--- config.mk ---
export PLATFORM = sky130hd
export DESIGN_NAME = daisy_chain_irq
export DESIGN_NICKNAME = d
export VERILOG_FILES = /design/src/rtl/daisy_pkg.sv /design/src/rtl/daisy_stage.sv /design/src/rtl/vector_merge.sv /design/src/rtl/daisy_chain_irq.sv
export SDC_FILE = /design/constraint.sdc
export NUM_CORES = 1
export LEC_CHECK = 0
export CAP_MARGIN = 20
export CORE_AREA = 2 2 39 41
export CTS_BUF_LIST = sky130_fd_sc_hd__clkbuf_4
export CTS_CLUSTER_SIZE = 8
export DETAILED_ROUTE_END_ITERATION = 10
export DIE_AREA = 0 0 41 43
export GPL_TIMING_DRIVEN = 0
export PLACE_DENSITY = 0.69
export SYNTH_ARGS = -nofsm -noshare
export SYNTH_HDL_FRONTEND = slang
export SYNTH_SLANG_ARGS = --single-unit
--- constraint.sdc ---
create_clock -name clk -period 1.2 [get_ports clk]
set_input_delay 0.24 -clock clk [delete_from_list [all_inputs] [get_ports clk]]
set_output_delay 0.24 -clock clk [all_outputs]
set_load 0.02 [all_outputs]
--- src/rtl/daisy_pkg.sv ---
package daisy_pkg;

    // Result of one stage's priority decision
    typedef struct packed {
        logic pass;   // token continues to next stage
        logic claim;  // this stage owns the acknowledge
    } prio_t;

    function automatic prio_t resolve(input logic prio_in, input logic pending);
        prio_t r;
        r.pass  = prio_in & ~pending;
        r.claim = prio_in & pending;
        return r;
    endfunction

    function automatic int slot_vector(input int idx, input int base, input int step);
        return base + idx * step;
    endfunction

endpackage

--- src/rtl/daisy_stage.sv ---
module daisy_stage
    import daisy_pkg::*;
#(
    parameter int              VEC_W  = 8,
    parameter logic [VEC_W-1:0] MY_VEC = '0
) (
    input  logic             clk,
    input  logic             rst,
    input  logic             dev_req,
    input  logic             prio_in,
    output logic             prio_out,
    output logic             vec_en,
    output logic [VEC_W-1:0] vec_out,
    output logic             pending
);

    prio_t decision;

    always_comb begin
        decision = resolve(prio_in, pending);
        prio_out = decision.pass;
        vec_en   = decision.claim;
        vec_out  = MY_VEC;
    end

    // Service wins over a request arriving at the same edge
    always_ff @(posedge clk) begin
        if (rst) begin
            pending <= 1'b0;
        end else if (decision.claim) begin
            pending <= 1'b0;
        end else if (dev_req) begin
            pending <= 1'b1;
        end
    end

endmodule

--- src/rtl/vector_merge.sv ---
module vector_merge #(
    parameter int N_SRC = 4,
    parameter int VEC_W = 8
) (
    input  logic [N_SRC-1:0][VEC_W-1:0] vecs,
    input  logic [N_SRC-1:0]            en,
    output logic [VEC_W-1:0]            bus
);

    always_comb begin
        bus = '0;
        for (int i = 0; i < N_SRC; i++) begin
            bus = bus | (vecs[i] & {VEC_W{en[i]}});
        end
    end

endmodule

--- src/rtl/daisy_chain_irq.sv ---
module daisy_chain_irq
    import daisy_pkg::*;
#(
    parameter int N_STAGES = 4,
    parameter int VEC_W    = 8,
    parameter int VEC_BASE = 32,
    parameter int VEC_STEP = 4
) (
    input  logic                clk,
    input  logic                rst,
    input  logic [N_STAGES-1:0] dev_req,
    input  logic                cpu_ack,
    output logic                cpu_int,
    output logic [N_STAGES-1:0] vec_en,
    output logic [VEC_W-1:0]    vec_bus,
    output logic                chain_tail
);

    localparam int LAST = N_STAGES - 1;

    logic [N_STAGES:0]               chain;
    logic [N_STAGES-1:0]             pend;
    logic [N_STAGES-1:0][VEC_W-1:0]  stage_vec;

    assign chain[0] = cpu_ack;

    for (genvar g = 0; g < N_STAGES; g++) begin : g_stage
        daisy_stage #(
            .VEC_W  (VEC_W),
            .MY_VEC (VEC_W'(slot_vector(g, VEC_BASE, VEC_STEP)))
        ) u_stage (
            .clk      (clk),
            .rst      (rst),
            .dev_req  (dev_req[g]),
            .prio_in  (chain[g]),
            .prio_out (chain[g+1]),
            .vec_en   (vec_en[g]),
            .vec_out  (stage_vec[g]),
            .pending  (pend[g])
        );
    end

    vector_merge #(
        .N_SRC (N_STAGES),
        .VEC_W (VEC_W)
    ) u_merge (
        .vecs (stage_vec),
        .en   (vec_en),
        .bus  (vec_bus)
    );

    assign cpu_int    = |pend;
    assign chain_tail = chain[LAST+1];

endmodule

**Word level (Yosys, flattened, before mapping)**

Cells that the tools add are included.

- Word-level logic and storage cells: 24
- Output and inout port bits: 14
- Input port bits: 7
- Register bits: 4

- Reductions and logical operators: 5
- Bitwise operators: 15

Operators with widths:

| cell | number |
|---|---|
| $or 8x6->8 | 2 |
| $and 1x1->1 | 8 |
| $reduce_or 2->1 | 4 |
| $or 6x6->6 | 1 |
| $not 1->1 | 4 |
| $reduce_or 4->1 | 1 |

**Depth between registers and ports, before layout**

Gate-level depths: netlist of the first run.

- Depth in word-level cells: 6
- Gate-level depth with buffers: 3
- Mapped depth without buffers: 2

**Modules after synthesis**

A second synthesis of the first run with hierarchy kept.

- Cells, all modules: 89
- Area total of the unflattened synthesis: 653.1 um^2

By module, submodules not included:

| module | times used | cells each | area an instance (um^2) |
|---|---|---|---|
| daisy_stage | 4 | 15 | 118.9 |
| vector_merge | 1 | 28 | 170.2 |
| daisy_chain_irq | 1 | 1 | 7.5 |

**Least setup slack after synthesis of the first run**

No wires, ideal clock.

- Path kind: flip-flop to output port
- Start: reg g_stage[1].u_stage.pending
- End: out chain_tail
- Stages on the path, launching flop included: 3
- Path slack: -0.259 ns
- Arrival time: 1.219 ns
- Required time: 0.960 ns
- Buffers on the path: 0
- Cell sequence: dfxtp_1 or3b_1 nor3_1

- Longest elaborated chain between the ends: 4

Ends and longest elaborated chain:

| element | RTL line | RTL |
|---|---|---|
| start: declaration | daisy_stage.sv:14 | `output logic pending` |
| start signal: assignment | daisy_stage.sv:29 | `pending <= 1'b0;` |
| start signal: assignment | daisy_stage.sv:31 | `pending <= 1'b0;` |
| start signal: assignment | daisy_stage.sv:33 | `pending <= 1'b1;` |
| $not 1->1 | daisy_pkg.sv:11 | `r.pass = prio_in & ~pending;` |
| $and 1x1->1 (3 in series) | daisy_pkg.sv:11 |  |
| end: declaration | daisy_chain_irq.sv:16 | `output logic chain_tail` |

No other way between the ends.

**Worst setup path in the final report of the first run**

- Start: reg g_stage[3].u_stage.pending
- End: out vec_bus[5]

- Longest elaborated chain between the ends: 2

Ends and longest elaborated chain:

| element | RTL line | RTL |
|---|---|---|
| start: declaration | daisy_stage.sv:14 |  |
| start signal: assignment | daisy_stage.sv:29 |  |
| start signal: assignment | daisy_stage.sv:31 |  |
| start signal: assignment | daisy_stage.sv:33 |  |
| $and 1x1->1 | daisy_pkg.sv:12 | `r.claim = prio_in & pending;` |
| $or 8x6->8 | vector_merge.sv:13 | `bus = bus \| (vecs[i] & {VEC_W{en[i]}});` |
| end: declaration | daisy_chain_irq.sv:15 | `output logic [VEC_W-1:0] vec_bus,` |

No other way between the ends.

==> impl_metrics.toml, run 1 <==
[status]
status = "finished, violations left"
violations = "negative setup slack"

[place]
hpwl_um = 444.1
portBuffers = 15
place_area_um2 = 484.2
dpl_worst_slack_ns = -1.113
gp_congestion = 0.6654

[die]
num_rows = 14
die_h_um = 43
core_mm2 = 0.001384
initial_core_util_pct = 20.98
die_x_um = 41
ios = 21
design.die.area_mm2 = 0.001763

[drt]
vias_per_cell = 4.051
dr_wl_met2_um = 345
first_pass_iters = 2
vias = 316
wl_met3_um = 93
met1_length_um = 275
initialDrtViolationCount = 3
wire_per_inst_um = 9.474
ant_nets = 0
top_layer = "met4"
drc = 0
drt-total-wl_um = 739

[global_route]
antenna_found_initial = 0
grt_use_total_pct = 10.13
grt_max_degree = 8
grt_pass1_wl_um = 1145
grt_pass1_vias = 266
grt-ovfl-total = 0

[finish]
top_register = "g_stage.u_stage.pending"
syn2layout_area_growth_pct = 104.3
fin_util_pct = 42.86
largest_reg_flops = 4
largestRegisters = "g_stage.u_stage.pending x4"
nFillCells = 147
n_antenna_cell = 0
post-route-cell-area_um2 = 593.1
nets = 71
drive_above_1_share_pct = 66.13

[worst_setup_path]
crit_required_ns = 0.96
crit_family = "simple AND/OR/NAND/NOR gates"
startpoint_type = "register"
timing.critical_path.cells = "or4_4 -> and2_4 -> buf_6"
cp-end-kind = "output pin"
worst-path-buf-inv = 1
crit_arrival_ns = 1.38
slowest_delay_ns = 0.53
critPathMaxFanout = 2
cp_slowest_cell = "or4_4"
crit_type = "register to output pin"

[run]
drv_cap = 0

[power]
peakVddDrop_v = 0.0005219
p_leak_nw = 0.2816
total_power_uw = 559.7
cellPowerDensity_mw_per_mm2 = 943.7

[synthesis]
yosys-top-cells-area = "dfxtp_1 (28%), buf_4 (23%), nor2_1 (7.8%)"
synth-seq-cells = 4
seq_area_frac_synth_pct = 27.59
async_reset_ff_share_pct = 0
synth-edff-count = 0
postSynthCellCount = 37
avgSynthCellArea_um2 = 7.845
synth_cell_types = 16
yosys.area.top_type_share_pct = 27.59
ys.flop_type = "dfxtp_1"
syn-cell-area_um2 = 290.3
yosys_warnings = 0
yosys.area.top_type = "dfxtp_1"

[clock_network]
clk_latency_ns = 0.24
cts_sinks = 4
cts_root_buffer = "clkbuf_4"
clkTransAtPathRegs_ns = 0.04
cts_tree = "built"
cts_max_path_buffers = 2
numCtsBuffers = 3
htreeDepth = 1

[sta]
finalHoldViolCount = 0
fin_worst_skew_ns = 0.001829
clock.fmax_mhz = 616.6
period_share_pct = 135.1
grt_setup_unrepaired = "yes"
final.setup.worst_slack_ns = -0.4217
fin_crit_ns = 1.622
setup_violations = 9
slew_violations = 0

[hold_path]
hold_class = "register to register"
cell usage after synthesis, types with 2 or more instances:
library cell	instances
buf_4	9
nor2_1	6
dfxtp_1	4
nor3_1	3
and2_1	2
inv_1	2
nand2b_1	2
area by class of cell:
| class | count | area (µm²) | share of cell area [%] |
|---|---|---|---|
| timing repair buffer | 22 | 210.2 | 35.44 |
| multi-input combinational | 26 | 202.7 | 34.18 |
| sequential | 4 | 92.59 | 15.61 |
| buffer | 5 | 37.54 | 6.329 |
| clock buffer | 3 | 22.52 | 3.797 |
| tap | 16 | 20.02 | 3.376 |
| inverter | 2 | 7.507 | 1.266 |
where the power goes:
group | internal, mW | switching [mW]
combinational | 0.125 | 0.0985
clock | 0.112 | 0.0628
sequential | 0.145 | 0.0160
total | 0.382 | 0.177
metrics by stage:
stage	std cells	TNS (ns)	hold slack, ns
floorplan	41	-0.3255	0.3118
global placement	72	-7.598	0.5101
detailed placement	72	-7.713	0.5196
CTS	78	-2.490	0.5164
global route	78	-2.640	0.5676
finish	78	-2.371	0.5205
cells by family (layout without fill, tap and decap cells):
kind of cell           Yosys count  count (layout)  synth area share [%]
AOI/OAI and AO/OA                3               3                 8.189
buffers and inverters           11              32                 25.86
DFF                              4               4                 27.59
other                            1               5                 1.292
and+or+nand+nor                 18              18                 37.07
timing repair:
action	in CTS	in global routing
resized for setup	62	10
endpoints found under the setup margin	10	9
hold buffers	0	0
pin swaps	5	5
buffers inserted	5	3
final timing paths:
kind | from | to | slack, ns | cells after the start
setup / recovery | g_stage[3].u_stage.pending | vec_bus[5] | -0.42 | 3
hold / removal | g_stage[2].u_stage.pending | g_stage[2].u_stage.pending | 0.52 | 1
setup reg to reg | g_stage[1].u_stage.pending | g_stage[3].u_stage.pending | 0.03 | 2
hold reg to reg | g_stage[2].u_stage.pending | g_stage[2].u_stage.pending | 0.52 | 1
per-layer routing:
metal	up-vias	global-route usage (%)
met5	-	0
met4	0	6.000
met3	5	8.377
met2	16	12.19
met1	132	11.86
li1	163	-
cells in the final DEF (no fill, tap or decap), types with 2 or more instances in the layout:
cell type and count:
dfxtp_4 3, buf_4 11, and2_4 3, nor2_4 2
nor3_2 2, inv_1 2, nor2_1 4, clkdlybuf4s50_1 5
clkbuf_4 3, buf_6 9, conb_1 5
No activity file was read; power rests on OpenSTA's default activity.
==> run 2, diff against run 1 <==
- PLACE_DENSITY: 0.69 -> unset
==> run 2 against run 1 <==
  * The flow still finishes with violations (negative setup slack)
  * Critical path depth unchanged
  * Cell count up 1.3%
  * Routed wire length rose by 2.7%
  * Die area unchanged
  * Clock skew hardly changed
  * Critical path type unchanged
  * Largest power group unchanged
==> impl_metrics.toml, run 2 (synthesized netlist as in run 1, its figures left out) <==
[finish]
fin_util_pct = 43.76
syn2layout_area_growth_pct = 108.6
largest_reg_flops = 4
drive_above_1_share_pct = 65.08
ff_latch_area_um2 = 91.34
top_register = "g_stage.u_stage.pending"
final_cell_mix = "buf_4 (11), buf_6 (10), conb_1 (5), clkdlybuf4s50_1 (5), nor2_1 (4)"
multiInputGateArea_um2 = 205.2
largestRegisters = "g_stage.u_stage.pending x4"
nFillCells = 155
nets = 72
final_common_cell = "buf_4"
n_antenna_cell = 0

[die]
design.die.area_mm2 = 0.001763
num_rows = 14
core_mm2 = 0.001384
die_h_um = 43
die_x_um = 41
initial_core_util_pct = 20.98
ios = 21

[global_route]
grt_max_degree = 8
grt-ovfl-total = 0
grt_pass1_vias = 282
grt_use_total_pct = 9.910
grt_pass1_wl_um = 1117
antenna_found_initial = 0

[sta]
final.setup.worst_slack_ns = -0.4130
setup_violations = 9
clock.fmax_mhz = 620.0
whs_ns = 0.5787
grt_setup_unrepaired = "yes"
fin_crit_ns = 1.613
slew_violations = 0
fin_worst_skew_ns = 0.001522
finalHoldViolCount = 0
period_share_pct = 134.4

[worst_setup_path]
slowest_delay_ns = 0.53
timing.critical_path.cells = "or4_4 -> and2_4 -> buf_6"
crit_required_ns = 0.96
critPathMaxFanout = 2
cp-end-kind = "output pin"
startpoint_type = "register"
crit_type = "register to output pin"
crit_arrival_ns = 1.37
cp_slowest_cell = "or4_4"

[drt]
ant_nets = 0
drt-total-wl_um = 759
initialDrtViolationCount = 0
wire_per_inst_um = 9.608
first_pass_iters = 1
drc = 0
vias = 308
vias_per_cell = 3.899

[power]
peakVddDrop_v = 0.0005512
p_leak_nw = 0.2886
cellPowerDensity_mw_per_mm2 = 923.2

[place]
hpwl_um = 487.1
portBuffers = 15
gp_congestion = 0.6687

[clock_network]
cts_root_buffer = "clkbuf_4"
htreeDepth = 1
numCtsBuffers = 3
clkTransAtPathRegs_ns = 0.04
cts_sinks = 4
cts_max_path_buffers = 2
cts_tree = "built"
ctsHoldBuffers = 0
clk_latency_ns = 0.23

[status]
status = "finished, violations left"
violations = "negative setup slack"

[run]
drv_cap = 0

[hold_path]
hold_class = "primary input to register"
## run 2: cell count changes in the layout (fill, tap and decap cells not counted)
| cell | before | now |
|---|---|---|
| a21oi_1 | 1 | 0 |
| a21oi_2 | 0 | 1 |
| and3b_1 | 0 | 1 |
| and3b_2 | 1 | 0 |
| buf_6 | 9 | 10 |
| dfxtp_1 | 0 | 1 |
| dfxtp_2 | 1 | 0 |
## run 2: final timing paths
check / from / endpoint / slack (ns) / cells past startpoint
worst max-delay path: g_stage[3].u_stage.pending / vec_bus[5] / -0.41 / 3
worst min-delay path: dev_req[1] / g_stage[1].u_stage.pending / 0.58 / 3
worst max register to register: g_stage[0].u_stage.pending / g_stage[1].u_stage.pending / 0.01 / 6
worst min register to register: g_stage[2].u_stage.pending / g_stage[2].u_stage.pending / 0.61 / 2
## run 2: where the power goes
group / internal [mW] / switching [mW] / leakage [nW]
clock network: 0.112 / 0.0536 / 0.0138
logic: 0.130 / 0.104 / 0.240
registers: 0.145 / 0.0157 / 0.0351
## run 2: repair_timing
item,in CTS,in global routing
gates cloned,0,0
pin swaps,4,4
gates resized for setup,60,11
buffers inserted,6,2
setup endpoints to repair,10,9
## run 2: layout make-up
type	count	share of cell area, %
Inverter	2	1.240
Sequential cell	4	15.08
Buffer	5	6.198
Tap cell	16	3.306
Timing Repair Buffer	23	36.57
Multi-Input combinational cell	26	33.88
Clock buffer	3	3.719
## run 2: critical path, delay by kind of cell (launching register included)
kind | cells | cell delay, ns
and+or+nand+nor | 2 | 0.69
DFF | 1 | 0.33
buffers and inverters | 1 | 0.12
## run 2: per-stage QoR
| step | cells | instance area [µm²] | power, mW | setup WS (ns) | setup TNS, ns |
|---|---|---|---|---|---|
| after detailed placement | 72 | 484.2 | 0.3416 | -1.107 | -7.697 |
| after global placement | 72 | 484.2 | 0.3392 | -1.102 | -7.674 |
| final | 79 | 605.6 | 0.5591 | -0.4130 | -2.659 |
| after CTS | 79 | 561.8 | 0.5349 | -0.4163 | -2.426 |
| after floorplan | 41 | 314.1 | 0.2698 | -0.1236 | -0.3255 |
| after global routing | 79 | 605.6 | 0.5972 | -0.4364 | -3.049 |
## run 2: routing by layer
metal  wire [µm]  up-vias  track usage, %
met5           0        -               0
met4           0        0           2.000
met3          93        0           7.853
met2         424       16           15.63
met1         241      132           9.873
li1            -      160               -
==> run 3, diff against run 2 <==
- ABC_AREA: unset -> 1
==> run 3 against run 2 <==
  * Non-clock buffer count grew 1
  * Synthesized cell count grew 22%
  * Synthesized area rose by 6.0%
  * Core utilization fell by 1.5 points
  * Cell count rose by 11%
  * Die area unchanged
  * Global-route usage is 0.57 points lower
  * Clock skew down 0.00082 ns
  * Largest cell class unchanged
  * The flow still finishes with violations (negative setup slack)
  * Sequential share of layout area decreased by 0.31 points
==> impl_metrics.toml, run 3 <==
[status]
status = "finished, violations left"
violations = "negative setup slack"

[power]
peakVddDrop_v = 0.0003303
p_leak_nw = 0.3350
cellPowerDensity_mw_per_mm2 = 910.7

[synthesis]
ys.flop_type = "dfxtp_1"
avgSynthCellArea_um2 = 6.840
seq_area_frac_synth_pct = 26.02
yosys-top-cells-area = "dfxtp_1 (26%), buf_4 (22%), inv_1 (9.8%)"
syn-cell-area_um2 = 307.8
postSynthCellCount = 45
synth-seq-cells = 4
yosys.area.top_type = "dfxtp_1"
synth_common_cells = "buf_4 (9), inv_1 (8), nor2_1 (7), nand2_1 (5)"
async_reset_ff_share_pct = 0
synth-edff-count = 0
synth.most_common_cell = "buf_4"
synth_cell_types = 12
yosys_warnings = 0
yosys.area.top_type_share_pct = 26.02

[die]
die_x_um = 41
core_mm2 = 0.001384
initial_core_util_pct = 22.24
ios = 21
design.die.area_mm2 = 0.001763
die_h_um = 43
num_rows = 14

[drt]
top_layer = "met3"
initialDrtViolationCount = 3
dr_wl_met2_um = 376
vias = 326
ant_nets = 0
wire_per_inst_um = 8.045
first_pass_iters = 2
vias_per_cell = 3.705
met1_length_um = 261
drc = 0
wl_met3_um = 70
drt-total-wl_um = 708

[finish]
ff_latch_area_um2 = 86.33
final_common_cell = "buf_4"
nets = 81
drive_above_1_share_pct = 54.17
largestRegisters = "g_stage.u_stage.pending x4"
syn2layout_area_growth_pct = 89.84
post-route-cell-area_um2 = 584.3
nFillCells = 156
largest_reg_flops = 4
top_register = "g_stage.u_stage.pending"
final_cell_mix = "buf_4 (15), buf_6 (8), nor2_1 (6)"
multiInputGateArea_um2 = 158.9
n_antenna_cell = 0

[worst_setup_path]
r2r_start = "g_stage[0].u_stage.pending"
crit_arrival_ns = 1.12
cp-end-kind = "output pin"
crit_type = "register to output pin"
crit_required_ns = 0.96
startpoint_type = "register"
critPathMaxFanout = 4
cp-startpoint = "g_stage[0].u_stage.pending"

[global_route]
grt-ovfl-total = 0
grt_max_degree = 6
grt_pass1_vias = 305
antenna_found_initial = 0
grt_pass1_wl_um = 1097
grt_use_total_pct = 9.337

[place]
dpl_worst_slack_ns = -0.8899
gp_congestion = 0.7651
hpwl_um = 537.2
portBuffers = 15
place_area_um2 = 493.0

[sta]
grt_setup_unrepaired = "yes"
fin_crit_ns = 1.365
clock.fmax_mhz = 732.6
slew_violations = 0
finalHoldViolCount = 0
fin_worst_skew_ns = 0.0007019
setup_violations = 9
period_share_pct = 113.7
final.setup.worst_slack_ns = -0.1650

[clock_network]
cts_tree = "built"
clk_latency_ns = 0.23
ctsHoldBuffers = 0
htreeDepth = 1
clkTransAtPathRegs_ns = 0.04
cts_max_path_buffers = 2
cts_root_buffer = "clkbuf_4"
numCtsBuffers = 3
cts_sinks = 4

[hold_path]
hold_class = "primary input to register"
hp-start = "cpu_ack"

[run]
drv_cap = 0
-- run 3: changes by cell type after synthesis, moves of 2 or more --
cell | before | now
nand2b_1 | 2 | 0
nand2_1 | 0 | 5
o21ai_0 | 0 | 4
and2_1 | 2 | 0
nand3_1 | 0 | 3
inv_1 | 2 | 8
nor3_1 | 3 | 0
-- run 3: logic make-up (layout without fill, tap and decap cells) --
kind of cell / Yosys count / in the layout / synth area share [%]
AOI/OAI and AO/OA: 4 / 4 / 6.504
buffers and inverters: 18 / 41 / 32.92
DFF: 4 / 4 / 26.02
other: 1 / 5 / 1.218
and+or+nand+nor: 18 / 18 / 33.33
-- run 3: metal layers --
metal	vias to the layer above	global-route usage (%)
met1	136	9.968
met3	0	3.665
met2	13	14.37
li1	177	-
met5	-	0
met4	0	6.000
-- run 3: final cells by class --
class / count / share of cell area (%)
Timing Repair Buffer: 21 / 34.05
Inverter: 9 / 5.782
Multi-Input combinational cell: 27 / 27.19
Buffer: 8 / 10.92
Tap cell: 16 / 3.426
Sequential cell: 4 / 14.78
Clock buffer: 3 / 3.854
-- run 3: worst paths after layout --
kind | end | slack (ns) | cells past startpoint
hold / removal | g_stage[0].u_stage.pending | 0.42 | 4
setup reg to reg | g_stage[2].u_stage.pending | 0 | 8
setup / recovery | vec_en[2] | -0.16 | 5
hold reg to reg | g_stage[0].u_stage.pending | 0.55 | 2
-- run 3: power by group --
group	switching [mW]	leakage [nW]	internal [mW]
logic	0.102	0.287	0.107
clock network	0.0499	0.0138	0.112
registers	0.0152	0.0344	0.146
-- run 3: repair_timing --
action | in CTS | in global routing
buffers inserted | 5 | 1
gates resized for setup | 57 | 10
setup endpoints to repair | 9 | 10
pin swaps | 3 | 0
gates cloned | 0 | 0
-- run 3: worst max-delay path, cell delays in order, from the launching register on --
cell     delay, ns
dfxtp_4       0.35
nor2_4        0.15
nand3_2       0.13
inv_2         0.08
buf_6         0.09
buf_6         0.10
-- run 3: metrics by stage --
step | utilization, % | hold slack [ns] | instances | total power, mW | TNS, ns
6_report | 42.22 | 0.4154 | 88 | 0.5321 | -0.9708
5_1_grt | 42.22 | 0.4480 | 88 | 0.5700 | -1.545
4_1_cts | 39.42 | 0.4398 | 87 | 0.5200 | -1.026
3_5_place_dp | 35.62 | 0.5612 | 80 | 0.3413 | -7.004
3_3_place_gp | 35.62 | 0.5549 | 80 | 0.3391 | -6.825
2_1_floorplan | - | 0.3901 | 49 | 0.2687 | 0
